<file path="src/rtl/pfws_pkg.sv">
package pfws_pkg;
  typedef enum logic [1:0] {
    PS_PROTECT = 2'd0,
    PS_RECOVER = 2'd1,
    PS_ACTIVE  = 2'd2
  } pwr_state_e;
endpackage

</file>
<file path="src/rtl/pfws_sync.sv">
// Multi-stage synchronizer for a vector of asynchronous level flags.
module pfws_sync #(
  parameter int W      = 2,
  parameter int STAGES = 2
) (
  input  logic         clk,
  input  logic         rst_n,
  input  logic [W-1:0] d,
  output logic [W-1:0] q
);
  logic [STAGES-1:0][W-1:0] stg;

  for (genvar gi = 0; gi < STAGES; gi++) begin : g_stg
    if (gi == 0) begin : g_first
      always_ff @(posedge clk or negedge rst_n) begin
        if (!rst_n) stg[0] <= '0;
        else        stg[0] <= d;
      end
    end else begin : g_next
      always_ff @(posedge clk or negedge rst_n) begin
        if (!rst_n) stg[gi] <= '0;
        else        stg[gi] <= stg[gi-1];
      end
    end
  end

  assign q = stg[STAGES-1];
endmodule

</file>
<file path="src/rtl/pfws_recovery.sv">
// Power state sequencer with recovery tick counter.
module pfws_recovery
  import pfws_pkg::*;
#(
  parameter int REC_TICKS = 1311
) (
  input  logic       clk,
  input  logic       rst_n,
  input  logic       pf_s,
  input  logic       tick,
  output pwr_state_e state
);
  localparam int CW = (REC_TICKS > 2) ? $clog2(REC_TICKS) : 1;
  localparam logic [CW-1:0] LAST = CW'(REC_TICKS - 1);

  pwr_state_e st_q, st_d;
  logic [CW-1:0] cnt_q, cnt_d;
  logic          cnt_en;

  always_comb begin
    st_d   = st_q;
    cnt_d  = cnt_q;
    cnt_en = 1'b0;
    unique case (st_q)
      PS_PROTECT: begin
        cnt_en = 1'b1;
        cnt_d  = '0;
        if (!pf_s) st_d = PS_RECOVER;
      end
      PS_RECOVER: begin
        if (pf_s) begin
          st_d   = PS_PROTECT;
          cnt_en = 1'b1;
          cnt_d  = '0;
        end else if (tick) begin
          cnt_en = 1'b1;
          if (cnt_q == LAST) begin
            st_d  = PS_ACTIVE;
            cnt_d = '0;
          end else begin
            cnt_d = cnt_q + 1'b1;
          end
        end
      end
      PS_ACTIVE: begin
        if (pf_s) st_d = PS_PROTECT;
      end
      default: begin
        st_d   = PS_PROTECT;
        cnt_en = 1'b1;
        cnt_d  = '0;
      end
    endcase
  end

  always_ff @(posedge clk or negedge rst_n) begin
    if (!rst_n) begin
      st_q  <= PS_PROTECT;
      cnt_q <= '0;
    end else begin
      st_q <= st_d;
      if (cnt_en) cnt_q <= cnt_d;
    end
  end

  assign state = st_q;
endmodule

</file>
<file path="src/rtl/pfws_bus_gate.sv">
// Gates host strobes to the array; re-arms only after an idle chip enable.
module pfws_bus_gate (
  input  logic clk,
  input  logic rst_n,
  input  logic active,
  input  logic pf_s,
  input  logic ce_n,
  input  logic we_n,
  input  logic oe_n,
  output logic arr_ce_n,
  output logic arr_we_n,
  output logic arr_oe_n,
  output logic block
);
  logic armed_q, armed_d, gate;

  always_comb begin
    block   = pf_s | ~active;
    armed_d = active & ~pf_s & (armed_q | ce_n);
    gate    = block | ~armed_q;
  end

  always_ff @(posedge clk or negedge rst_n) begin
    if (!rst_n) armed_q <= 1'b0;
    else        armed_q <= armed_d;
  end

  assign arr_ce_n = ce_n | gate;
  assign arr_we_n = we_n | gate;
  assign arr_oe_n = oe_n | gate;
endmodule

</file>
<file path="src/rtl/pwr_fail_seq.sv">
module pwr_fail_seq
  import pfws_pkg::*;
#(
  parameter int REC_TICKS   = 1311,
  parameter int SYNC_STAGES = 2
) (
  input  logic clk,
  input  logic rst_n,
  input  logic tick,
  input  logic pf_low,
  input  logic so_low,
  input  logic ce_n,
  input  logic we_n,
  input  logic oe_n,
  output logic arr_ce_n,
  output logic arr_we_n,
  output logic arr_oe_n,
  output logic deselect,
  output logic bat_sel,
  output logic rst_out_n
);
  logic [1:0] flags_s;
  logic       pf_s;
  pwr_state_e state;

  pfws_sync #(.W(2), .STAGES(SYNC_STAGES)) u_sync (
    .clk  (clk),
    .rst_n(rst_n),
    .d    ({so_low, pf_low}),
    .q    (flags_s)
  );

  assign pf_s    = flags_s[0];
  assign bat_sel = flags_s[1];

  pfws_recovery #(.REC_TICKS(REC_TICKS)) u_rec (
    .clk  (clk),
    .rst_n(rst_n),
    .pf_s (pf_s),
    .tick (tick),
    .state(state)
  );

  assign rst_out_n = (state == PS_ACTIVE);

  pfws_bus_gate u_gate (
    .clk     (clk),
    .rst_n   (rst_n),
    .active  (rst_out_n),
    .pf_s    (pf_s),
    .ce_n    (ce_n),
    .we_n    (we_n),
    .oe_n    (oe_n),
    .arr_ce_n(arr_ce_n),
    .arr_we_n(arr_we_n),
    .arr_oe_n(arr_oe_n),
    .block   (deselect)
  );
endmodule

</file>
<file path="config.mk">
export PLATFORM = sky130hd
export DESIGN_NAME = pwr_fail_seq
export DESIGN_NICKNAME = d
export VERILOG_FILES = /design/src/rtl/pfws_pkg.sv /design/src/rtl/pfws_sync.sv /design/src/rtl/pfws_recovery.sv /design/src/rtl/pfws_bus_gate.sv /design/src/rtl/pwr_fail_seq.sv
export SDC_FILE = /design/constraint.sdc
export NUM_CORES = 1
export LEC_CHECK = 0
export BUFFER_PORTS_ARGS = -buffer_cell sky130_fd_sc_hd__buf_2
export CAP_MARGIN = 5
export CELL_PAD_IN_SITES_DETAIL_PLACEMENT = 0
export CELL_PAD_IN_SITES_GLOBAL_PLACEMENT = 1
export CORE_AREA = 3 3 59 48
export CTS_CLUSTER_DIAMETER = 50
export DETAILED_ROUTE_END_ITERATION = 6
export DIE_AREA = 0 0 62 51
export GPL_TIMING_DRIVEN = 1
export PLACE_DENSITY_LB_ADDON = 0.1
export SLEW_MARGIN = 10
export SYNTH_ARGS = -nofsm -noshare
export SYNTH_HDL_FRONTEND = slang
export SYNTH_SLANG_ARGS = --single-unit
</file>
<file path="constraint.sdc">
create_clock -name clk -period 2.2 [get_ports clk]
set_input_delay 0.22 -clock clk [delete_from_list [all_inputs] [get_ports clk]]
set_output_delay 0.22 -clock clk [all_outputs]
set_load 0.01 [all_outputs]
</file>
Yosys cells after proc, flatten, opt, wreduce, memory -nomap -nowiden:

Cells that the tools add are included.

* flip-flop bits (word level): 18
* bits of input ports: 8
* output and inout bits: 6

* add/sub/neg operators: 1
* equality and inequality tests: 7
* multiplexer cells: 13
* bitwise gates (word level): 11
* reduce and logical (&&, ||, !) cells: 3

Operators by type and width (number)
* $mux 11: 3
* $pmux 11 s2: 1
* $add 11x1->11 const B: 1
* $eq 11x11->1 const B: 1
* $mux 2: 5
* $or 1x1->1: 6
* $pmux 2 s3: 1
* $ne 2x2->1 const B: 2
* $reduce_and 4->1: 1
* $ne 3x2->1 const B: 1
* $ne 3x3->1 const B: 1
* $not 1->1: 3
* $reduce_and 3->1: 1
* $and 1x1->1: 2
* $eq 2x1->1 const B: 1
* $eq 2x2->1 const B: 1
* $logic_not 2->1: 1
* $mux 1: 2
* $pmux 1 s2: 1

Logic depth before layout (Yosys ltp):

* word-level depth: 5
* mapped depth: 7
* depth with buffers taken out: 6

Modules after synthesis:

From an unflattened synthesis, not the netlist that was laid out.

* cell total of the unflattened synthesis: 87
* area total of the unflattened synthesis: 915.9 µm²

By module, submodules not included
* pfws_recovery: instances 1, cells an instance 73, area an instance 714.4 µm², seq. area each 325.3 µm²
* pfws_sync: instances 1, cells an instance 6, area an instance 115.1 µm², seq. area each 100.1 µm²
* pfws_bus_gate: instances 1, cells an instance 7, area an instance 72.6 µm², seq. area each 25.0 µm²
* pwr_fail_seq: instances 1, cells an instance 1, area an instance 13.8 µm², seq. area each 0.0 µm²

Least setup slack after synthesis:

No wires, ideal clock.

* path kind: reg2reg
* from: register u_rec.cnt_q[0]
* to: register u_rec.st_q[1] (netlist: u_rec.state[1])
* arrival time: 1.872 ns
* data required time: 2.123 ns
* slack: 0.250 ns
* cell stages (with the launch flop): 8
* period minus slack after synthesis: 1.950 ns
* path through: dfrtp_1 > inv_1 > ha_1 > or4b_4 > o31a_1 > buf_6 > or3_1 > a21oi_1

* word-level cells in the longest chain between the ends: 3

Ends and longest elaborated chain
* start, declared: line pfws_recovery.sv:17 `logic [CW-1:0] cnt_q, cnt_d;`
* start signal, assigned: line pfws_recovery.sv:62 `if (cnt_en) cnt_q <= cnt_d;`
* $eq 11x11->1: line pfws_recovery.sv:37 `if (cnt_q == LAST) begin`
* $ne 3x2->1 (no line)
* $reduce_and 4->1 (no line)
* end signal, assigned: line pfws_recovery.sv:61 `st_q <= st_d;`
* end, declared: line pfws_recovery.sv:16 `pwr_state_e st_q, st_d;`

No other way between the ends.
A chain may end at the register's enable or synchronous reset.

Worst setup path after layout:

Same ends and word-level chain as after synthesis.

==> impl_metrics.json <==
{
  "worstMarginPinSlew_ns": 0.401,
  "setup_viol": 0,
  "multi_input_area_sq_um": 425,
  "core.rowCount": 15,
  "critPathLaunchType": "flop",
  "async_flop_share": 1.00,
  "regArea_sq_um": 450,
  "maxCapViolCount": 0,
  "clockBufferDepth": 2,
  "nFillCells": 238,
  "synth_top_family_by_area": "simple AND/OR/NAND/NOR gates",
  "drt_pre_antenna_iters": 4,
  "layout_common_cells": "dfrtp_1 (18), buf_2 (13), inv_1 (8)",
  "wl_per_cell_microns": 14.0,
  "htreeDepth": 1,
  "grt_pass1_vias": 782,
  "status": "complete, no violations",
  "die_area_sq_mm": 0.00316,
  "vias": 794,
  "placed_cell_area_sq_mm": 0.00104,
  "nets": 127,
  "yosysSeqAreaShare": 0.485,
  "fin_area_sq_mm": 0.00111,
  "leakagePower_nw": 0.484,
  "pre_cts_ws_ns": 0.246,
  "port_buffers": 13,
  "required_ns": 2.44,
  "setup_tns_ns": 0,
  "critPathTopFamily": "simple AND/OR/NAND/NOR gates",
  "dp_hpwl_microns": 1520,
  "synth-xor-area-share": 0,
  "synth_fa_ha_area_frac": 0.0269,
  "place.gp.congestion": 0.832,
  "slowest_delay_ns": 0.47,
  "reg2reg_setup_slack_ns": 0.21,
  "layout-drive-gt1-share": 0.233,
  "cts-hold-fix-buffers": 1,
  "syn_nets": 106,
  "cp_max_fo": 6,
  "layout.cells.non_filler": 150,
  "cp_slowest_cell": "or4b_4",
  "fin_crit_ns": 1.99,
  "core_area_sq_mm": 0.00227,
  "synth_enable_flop_cells": 0,
  "cts_buffers": 3,
  "cts_setup_buffers": 0,
  "initial_core_util": 0.409,
  "cts.repair.resized": 0,
  "worst-path-buf-inv": 1,
  "endpoint_kind": "flop",
  "power_density_mw_per_mm2": 568,
  "rsz0062_at_grt": "false",
  "drc": 0,
  "path_class": "reg2reg",
  "maxSlewViolCount": 0,
  "clock_skew_ns": 0.00211,
  "clock_sinks": 18,
  "antenna_cells": 0,
  "yosysWarnings": 0,
  "hold_path.class": "in2reg",
  "worstPathArrival_ns": 2.22,
  "grt_max_degree": 19,
  "peakVddDrop_mv": 0.293,
  "grt_usage": 0.164,
  "yosys_register_bits": 18,
  "root_buffer": "clkbuf_4",
  "wl_microns": 2100,
  "cts_tree": "done",
  "layout_commonest_cell": "dfrtp_1",
  "syn_inst": 96,
  "clock.fmax_ghz": 0.503,
  "muxShareOfSynthArea": 0,
  "globalRouteOverflowTotal": 0,
  "insertion_delay_ns": 0.30,
  "syn_to_final_growth_pct": 19.4,
  "worstPathCellList": "inv_1 -> ha_1 -> or4b_4 -> o31a_1 -> or3_1 -> a21oi_1",
  "relSlewSlack": 0.733,
  "synthDistinctLibCells": 37,
  "ant_nets": 0,
  "avgSynthCellArea_sq_um": 9.68,
  "timing_hold_violations_final": 0,
  "worst_slack_ns": 0.214,
  "die_y_microns": 51,
  "antenna_found_initial": 0,
  "die_width_microns": 62,
  "grt_first_pass_wirelength_microns": 3820,
  "cts.clk_slew.worst_paths_ns": 0.11,
  "detailedRoute.firstIterationViolations": 73,
  "synth_compound_area_frac": 0.163,
  "ys.flop_type": "dfrtp_1",
  "fin_crit_sh": 0.903,
  "syn-cell-area_sq_um": 930,
  "viasPerCell": 5.29,
  "dpl.cell_count": 143,
  "io_pins": 14,
  "synth-simple-area-share": 0.268
}
[power breakdown]
part           total (W)  internal, W  switching, W
Sequential      0.000347     0.000340    0.00000719
Combinational  0.0000715    0.0000320     0.0000395
Clock           0.000212     0.000101      0.000111
Total           0.000630     0.000473      0.000158
[metal layers]
layer	track usage	up-vias	wire (microns)
met1	0.249	384	1090
met5	0	-	0
met3	0.0455	2	107
li1	-	390	-
met4	0.0318	0	11
met2	0.229	18	891
[worst reg2reg max path, stage by stage, from the launching register on]
cell	delay (ns)
dfrtp_1	0.43
inv_1	0.07
ha_1	0.13
or4b_4	0.47
o31a_1	0.32
or3_1	0.36
a21oi_1	0.14
[stage by stage]
stage	utilization	hold WS [ns]	power, W
3_5_place_dp	0.460	0.178	0.000421
5_1_grt	0.489	0.184	0.000670
6_report	0.489	0.144	0.000630
3_3_place_gp	0.460	0.177	0.000422
2_1_floorplan	-	-0.0756	0.000391
4_1_cts	0.480	0.00572	0.000635
[final cells by class]
type | count | area share
well taps | 34 | 0.0383
inverters | 8 | 0.0271
clock buffers | 4 | 0.0327
repair buffers | 20 | 0.113
multi-input cells | 66 | 0.383
flip-flops and latches | 18 | 0.406
[Yosys cell counts (2+ instances only)]
| library cell | count | area (sq um) |
|---|---|---|
| o21ai_0 | 7 | 35.0 |
| inv_1 | 8 | 30.0 |
| nand4_1 | 2 | 12.5 |
| a21oi_1 | 6 | 30.0 |
| and4_2 | 2 | 20.0 |
| and3_1 | 2 | 12.5 |
| a31oi_1 | 2 | 12.5 |
| dfrtp_1 | 18 | 450 |
| or4_1 | 3 | 22.5 |
| nand2b_1 | 5 | 31.3 |
| nand2_1 | 7 | 26.3 |
| nor2_1 | 3 | 11.3 |
| o22ai_1 | 2 | 12.5 |
| nor4_1 | 2 | 12.5 |
| ha_1 | 2 | 25.0 |
| nand3_1 | 4 | 20.0 |
[kinds of logic (layout without fill, tap and decap cells)]
family                   count (synthesis)  count (layout)
AND/OR/NAND/NOR                         40              40
AO/OA/AOI/OAI                           24              24
flip-flops                              18              18
buffers and inverters                   12              32
adder cells (fa/ha/maj)                  2               2
[flip-flops by register name (all words and copies together), names as in the netlist]
name and cells:
u_rec.state 2, u_rec.cnt_q 11, u_sync.stg 2, u_sync.q 2
u_gate.armed_q 1
[path summary, 6_finish.rpt]
| path | startpoint | endpoint | depth (start not counted) |
|---|---|---|---|
| hold / removal | ce_n | u_gate.armed_q | 3 |
| setup / recovery | u_rec.cnt_q[0] | u_rec.state[1] | 6 |
| hold reg to reg | u_sync.stg[0] | u_sync.q[0] | 0 |
| min in group asynchronous | rst_n | u_rec.cnt_q[7] | 2 |
| setup reg to reg | u_rec.cnt_q[0] | u_rec.state[1] | 6 |
| max in group asynchronous | rst_n | u_gate.armed_q | 2 |
Power figures use the tool's default switching activity.
